## src/rtl/dbn_pkg.sv

```systemverilog
package dbn_pkg;

    // Per-pin filter machine: output agrees with raw, or a change is being timed
    typedef enum logic [0:0] {
        ST_STEADY = 1'b0,
        ST_SETTLE = 1'b1
    } dbn_state_e;

endpackage

```

## src/rtl/dbn_regs.sv

```systemverilog
module dbn_regs #(
    parameter int unsigned NPINS  = 8,
    parameter int unsigned CNT_W  = 8,
    parameter int unsigned ADDR_W = 8,
    parameter int unsigned DATA_W = 2 * NPINS,
    parameter logic [ADDR_W-1:0] CNT_ADDR = 8'h18,
    parameter logic [ADDR_W-1:0] EN_ADDR  = 8'h30
) (
    input  logic              clk,
    input  logic              rst_n,
    input  logic              bus_wr,
    input  logic [ADDR_W-1:0] bus_addr,
    input  logic [DATA_W-1:0] bus_wdata,
    output logic [CNT_W-1:0]  dbc_time,
    output logic [NPINS-1:0]  pin_en
);

    logic             hit_cnt;
    logic             hit_en;
    logic [NPINS-1:0] wr_mask;
    logic [NPINS-1:0] wr_val;

    assign hit_cnt = bus_wr && (bus_addr == CNT_ADDR);
    assign hit_en  = bus_wr && (bus_addr == EN_ADDR);
    assign wr_val  = bus_wdata[NPINS-1:0];
    assign wr_mask = bus_wdata[2*NPINS-1:NPINS];

    // Shared time register
    always_ff @(posedge clk or negedge rst_n) begin
        if (!rst_n) begin
            dbc_time <= '0;
        end else if (hit_cnt) begin
            dbc_time <= bus_wdata[CNT_W-1:0];
        end
    end

    // Masked per-pin enables
    for (genvar i = 0; i < NPINS; i++) begin : g_en
        always_ff @(posedge clk or negedge rst_n) begin
            if (!rst_n) begin
                pin_en[i] <= 1'b0;
            end else if (hit_en && wr_mask[i]) begin
                pin_en[i] <= wr_val[i];
            end
        end
    end

    // pins outside the write mask keep their enable
    a_r3_mask_keeps: assert property (@(posedge clk) disable iff (!rst_n)
        hit_en |=> (((pin_en ^ $past(pin_en)) & ~$past(wr_mask)) == '0));

    // the time register moves only on its own address
    a_r9_time_hold: assert property (@(posedge clk) disable iff (!rst_n)
        !hit_cnt |=> $stable(dbc_time));

    // enables move only on their own address
    a_r9_en_hold: assert property (@(posedge clk) disable iff (!rst_n)
        !hit_en |=> $stable(pin_en));

endmodule

```

## src/rtl/dbn_pin_fsm.sv

```systemverilog
module dbn_pin_fsm
    import dbn_pkg::*;
#(
    parameter int unsigned CNT_W = 8
) (
    input  logic             clk,
    input  logic             rst_n,
    input  logic             raw_in,
    input  logic             tick,
    input  logic             enable,
    input  logic [CNT_W-1:0] limit,
    output logic             pin_out
);

    localparam int unsigned EXT_W = CNT_W + 1;

    dbn_state_e       state_q, state_d;
    logic [CNT_W-1:0] cnt_q, cnt_d;
    logic             filt_q, filt_d;
    logic             bypass;
    logic             differ;
    logic [EXT_W-1:0] cnt_next;
    logic             reach;

    assign bypass   = !enable || (limit == '0);
    assign differ   = raw_in != filt_q;
    assign cnt_next = {1'b0, cnt_q} + EXT_W'(1);
    assign reach    = tick && (cnt_next >= {1'b0, limit});

    // State register
    always_ff @(posedge clk or negedge rst_n) begin
        if (!rst_n) begin
            state_q <= ST_STEADY;
        end else begin
            state_q <= state_d;
        end
    end

    // Next state and next counter/output values
    always_comb begin
        state_d = state_q;
        cnt_d   = '0;
        filt_d  = filt_q;
        unique case (state_q)
            ST_STEADY: begin
                if (bypass) begin
                    filt_d = raw_in;
                end else if (differ) begin
                    state_d = ST_SETTLE;          // mismatch
                end
            end
            ST_SETTLE: begin
                if (bypass) begin
                    state_d = ST_STEADY;          // bypass
                    filt_d  = raw_in;
                end else if (!differ) begin
                    state_d = ST_STEADY;          // cancel
                end else if (reach) begin
                    state_d = ST_STEADY;          // commit
                    filt_d  = raw_in;
                end else if (tick) begin
                    cnt_d = cnt_next[CNT_W-1:0];
                end else begin
                    cnt_d = cnt_q;
                end
            end
        endcase
    end

    // Counter and filtered level
    always_ff @(posedge clk or negedge rst_n) begin
        if (!rst_n) begin
            cnt_q  <= '0;
            filt_q <= 1'b0;
        end else begin
            cnt_q  <= cnt_d;
            filt_q <= filt_d;
        end
    end

    always_comb begin
        pin_out = bypass ? raw_in : filt_q;
    end

    // a filtered level never moves without a tick
    a_r6_hold_no_tick: assert property (@(posedge clk) disable iff (!rst_n)
        (!bypass && !tick) |=> $stable(filt_q));

    // a steady pin holds a cleared counter
    a_r7_steady_clear: assert property (@(posedge clk) disable iff (!rst_n)
        (state_q == ST_STEADY) |-> (cnt_q == '0));

    // a filtered commit only comes out of the timing state
    a_r6_commit_from_settle: assert property (@(posedge clk) disable iff (!rst_n)
        (!bypass && (state_q == ST_STEADY)) |=> $stable(filt_q));

endmodule

```

## src/rtl/dbn_port_filter.sv

```systemverilog
module dbn_port_filter #(
    parameter int unsigned NPINS  = 8,
    parameter int unsigned CNT_W  = 8,
    parameter int unsigned ADDR_W = 8,
    parameter logic [ADDR_W-1:0] CNT_ADDR = 8'h18,
    parameter logic [ADDR_W-1:0] EN_ADDR  = 8'h30
) (
    input  logic                 clk,
    input  logic                 rst_n,
    input  logic [NPINS-1:0]     raw_pins,
    input  logic                 ms_tick,
    input  logic                 bus_wr,
    input  logic [ADDR_W-1:0]    bus_addr,
    input  logic [2*NPINS-1:0]   bus_wdata,
    output logic [NPINS-1:0]     pin_out
);

    localparam int unsigned DATA_W = 2 * NPINS;

    logic [CNT_W-1:0] dbc_time;
    logic [NPINS-1:0] pin_en;

    dbn_regs #(
        .NPINS    (NPINS),
        .CNT_W    (CNT_W),
        .ADDR_W   (ADDR_W),
        .DATA_W   (DATA_W),
        .CNT_ADDR (CNT_ADDR),
        .EN_ADDR  (EN_ADDR)
    ) regs_i (
        .clk       (clk),
        .rst_n     (rst_n),
        .bus_wr    (bus_wr),
        .bus_addr  (bus_addr),
        .bus_wdata (bus_wdata),
        .dbc_time  (dbc_time),
        .pin_en    (pin_en)
    );

    for (genvar i = 0; i < NPINS; i++) begin : g_pin
        dbn_pin_fsm #(
            .CNT_W (CNT_W)
        ) pin_i (
            .clk     (clk),
            .rst_n   (rst_n),
            .raw_in  (raw_pins[i]),
            .tick    (ms_tick),
            .enable  (pin_en[i]),
            .limit   (dbc_time),
            .pin_out (pin_out[i])
        );
    end

    // a disabled pin tracks its raw input in every cycle
    a_r4_disabled_follows: assert property (@(posedge clk) disable iff (!rst_n)
        ((pin_out ^ raw_pins) & ~pin_en) == '0);

    // with a zero time every pin follows its raw input
    a_r5_zero_time_follows: assert property (@(posedge clk) disable iff (!rst_n)
        (dbc_time == '0) |-> (pin_out == raw_pins));

endmodule

```

## config.mk

```make
export PLATFORM = sky130hd
export DESIGN_NAME = dbn_port_filter
export DESIGN_NICKNAME = d
export VERILOG_FILES = /design/src/rtl/dbn_pkg.sv /design/src/rtl/dbn_regs.sv /design/src/rtl/dbn_pin_fsm.sv /design/src/rtl/dbn_port_filter.sv
export SDC_FILE = /design/constraint.sdc
export NUM_CORES = 1
export LEC_CHECK = 0
export CORE_MARGIN = 2
export CORE_UTILIZATION = 30
export DETAILED_ROUTE_END_ITERATION = 12
export DONT_BUFFER_PORTS = 1
export GPL_ROUTABILITY_DRIVEN = 0
export PLACE_DENSITY_LB_ADDON = 0.25
export SYNTH_ARGS = -nofsm -noshare
export SYNTH_HDL_FRONTEND = slang
export SYNTH_SLANG_ARGS = --single-unit
```

## constraint.sdc

```tcl
create_clock -name clk -period 3.5 [get_ports clk]
set_input_delay 0.7 -clock clk [delete_from_list [all_inputs] [get_ports clk]]
set_output_delay 0.7 -clock clk [all_outputs]
set_load 0.005 [all_outputs]
```

==> impl_results.md <==
- Leading cell type in the layout, fill and taps excluded: dfrtp_1
- Yosys cell types: 60
- Width of the die: 152 µm
- Number of flops mapped to enable cells by yosys: 0
- Fmax: 311 MHz
- Largest net degree at the start of global routing: 97
- Synth Flop Type: dfrtp_1
- Clk root buf: clkbuf_16
- Proportion of netlist area held by the largest area contributor: 36.6%
- Area post-placement: 0.00682 mm²
- Critical path class: reg2reg
- PostCTS Resize Cnt: 0
- Crit-path max FO: 5
- Clk pin slew, worst setup/hold paths: 0.07 ns
- Power Density: 341 mW/mm²
- Mapped Cells: 675
- Fin Clk Skew: 0.0108 ns
- CORE AREA: 0.0216 mm²
- Class of the most critical hold timing path: in2async
- Critical Path Sink Type: flop
- CTS tree: built
- Most frequent CP cell: ha_1
- CP Depth: 12
- Peak VDD IR: 0.223 mV
- RSZ-0062 raised after global routing: false
- CP delay by family, top: compound AO/OA/AOI/OAI gates
- Io pins: 44
- Initial DRC count: 215
- Synth warn: 0
- Clk buf depth: 2
- Max Cap Violations: 0
- Port-buffer cells: 0
- Register area share after synthesis: 36.6%
- Clock Sinks: 96
- Setup WS post-layout: 0.287 ns
- Fin crit share: 91.8%
- Mapped Nets: 783
- Clk Latency, worst-skew pair: 0.35 ns
- Fin crit period: 3.21 ns
- DRC: 0
- Die area: 0.0231 mm²
- Chip height: 152 µm
- Hold buffers post-CTS: 0
- Leak: 0.00338 µW
- Max-slew violation count: 0
- Final wirelength: 15700 µm
- Drt wl/cell: 16.4 µm
- Gr usage total: 13.9%
- Synth area leader: dfrtp_1
- CTS buffer count: 9
- Hpwl dp: 11300 µm
- Most frequent cells in the layout: dfrtp_1 (96), nand2_1 (81), ha_1 (72)
- Synth-to-Final Area Change: 8.63%
- Starting Density: 30.4%
- Slew margin rel.: 48.9%
- Status: finished, final reports clean
- Layout Nets: 781
- Post-synth ARST share: 100%
- Syn Area/Cell: 9.73 µm²
- FP Rows: 54
- Setup Viol. Count Final: 0
- Place WS: 0.324 ns
- GRT overflow: 0
- Worst Reg-to-Reg Cells: 12
- DRT antenna net count: 0
- H-tree levels: 3
- Slowest-stage cell, CP: dfrtp_1
- Post-CTS setup buffers: 0
- Worst slew pin tran: 0.766 ns
- Initial antenna violation count: 0
- First-pass GRT wire length: 25600 µm
- Crit path largest cell delay: 0.40 ns
- Fin area: 0.00713 mm²
- Layout cell share with drive strength beyond 1: 9.00%
- Fillers: 2219
- Setup tns final: 0 ns
- Critical Path RT: 3.73 ns
- Flops & latches, synth: 96
- Hold Vio Cnt, Final: 0
- Worst path bufs/invs: 1
- Drt first pass iters: 5
- Ant diodes: 0
- Vias in the first global route: 4775
- Arrival @ worst endpoint: 3.44 ns
- Mapped Area: 0.00657 mm²
- Crit path cell chain: ha_1, nand3_1, inv_1, and3_1, xor2_1, ha_1, a21o_1, a221o_1, a21oi_1, nand2_1, a31oi_1, mux2_1
- Vias per cell: 5.18
- Main area contributors after synthesis: dfrtp_1 (37%), ha_1 (14%), nand2_1 (4.6%)
- Worst Setup Start Kind: flop
- Vias: 4961
-- logic make-up after synthesis --
kind of cell	Yosys count	share of synthesized area, %
and+or+nand+nor	236	18.2
buffers and inverters	34	2.92
adders and majority gates	72	13.7
xor gates and xnor gates	51	6.80
muxes	32	5.49
AOI/OAI and AO/OA	154	16.2
DFF	96	36.6
-- report_power, final --
| part | internal (µW) | switching [µW] |
|---|---|---|
| logic | 77.8 | 151 |
| registers | 1120 | 9.94 |
| clock network | 628 | 443 |
| total | 1830 | 604 |
-- flip-flops by register name (all words and copies together) (netlist names) --
name                 count
regs_i.dbc_time          8
g_pin.pin_i.state_q      8
g_pin.pin_i.cnt_q       64
g_pin.pin_i.filt_q       8
regs_i.pin_en            8
-- metrics by stage --
| stage | util, % | instances | power (µW) | hold WS [ns] |
|---|---|---|---|---|
| floorplan | - | 675 | 1320 | 0.404 |
| global placement | 31.5 | 942 | 1380 | 0.410 |
| detailed placement | 31.5 | 942 | 1380 | 0.411 |
| CTS | 33.0 | 958 | 2470 | 0.0313 |
| global route | 33.0 | 958 | 2530 | 0.0304 |
| finish | 33.0 | 958 | 2430 | 0.0461 |
-- layer usage --
| layer | global-route usage (%) | vias to the layer above | share of wire (%) |
|---|---|---|---|
| li1 | - | 2475 | - |
| met1 | 20.1 | 2387 | 51 |
| met2 | 20.9 | 79 | 43 |
| met3 | 2.31 | 20 | 3.7 |
| met4 | 4.72 | 0 | 1.8 |
| met5 | 0 | - | 0 |
-- cell usage after synthesis (all sizes together), types with 4 or more instances --
master and n:
a21oi 29, a32o 8, a21o 17, nand4 11
xor2 27, o21ai 32, nor2b 7, nand3 43
xnor2 24, and3 15, mux2 32, a22o 21
nor3 5, nand2b 10, dfrtp 96, nor2 28
or2 8, or3 4, nor4 4, ha 72
nand2 81, a31oi 18, and2 11, inv 17
buf 15
-- layout make-up --
cell class / count / area (µm²) / area share, %
Tap cell: 280 / 350 / 4.91
Timing Repair Buffer: 4 / 30.0 / 0.421
Clock inverter: 5 / 81.3 / 1.14
Sequential cell: 96 / 2400 / 33.7
Multi-Input combinational cell: 545 / 3970 / 55.7
Clock buffer: 11 / 233 / 3.26
Inverter: 17 / 63.8 / 0.895
-- final timing paths --
check	start	to	slack (ns)
setup / recovery	g_pin[3].pin_i.cnt_q[0]	g_pin[3].pin_i.filt_q	0.29
hold / removal	rst_n	g_pin[1].pin_i.cnt_q[6]	0.05
setup reg to reg	g_pin[3].pin_i.cnt_q[0]	g_pin[3].pin_i.filt_q	0.29
hold reg to reg	g_pin[3].pin_i.cnt_q[1]	g_pin[3].pin_i.cnt_q[1]	0.52
max in group asynchronous	rst_n	g_pin[0].pin_i.cnt_q[6]	3.23
min in group clk	raw_pins[6]	g_pin[6].pin_i.filt_q	0.48
(Power assumes the default switching activity.)
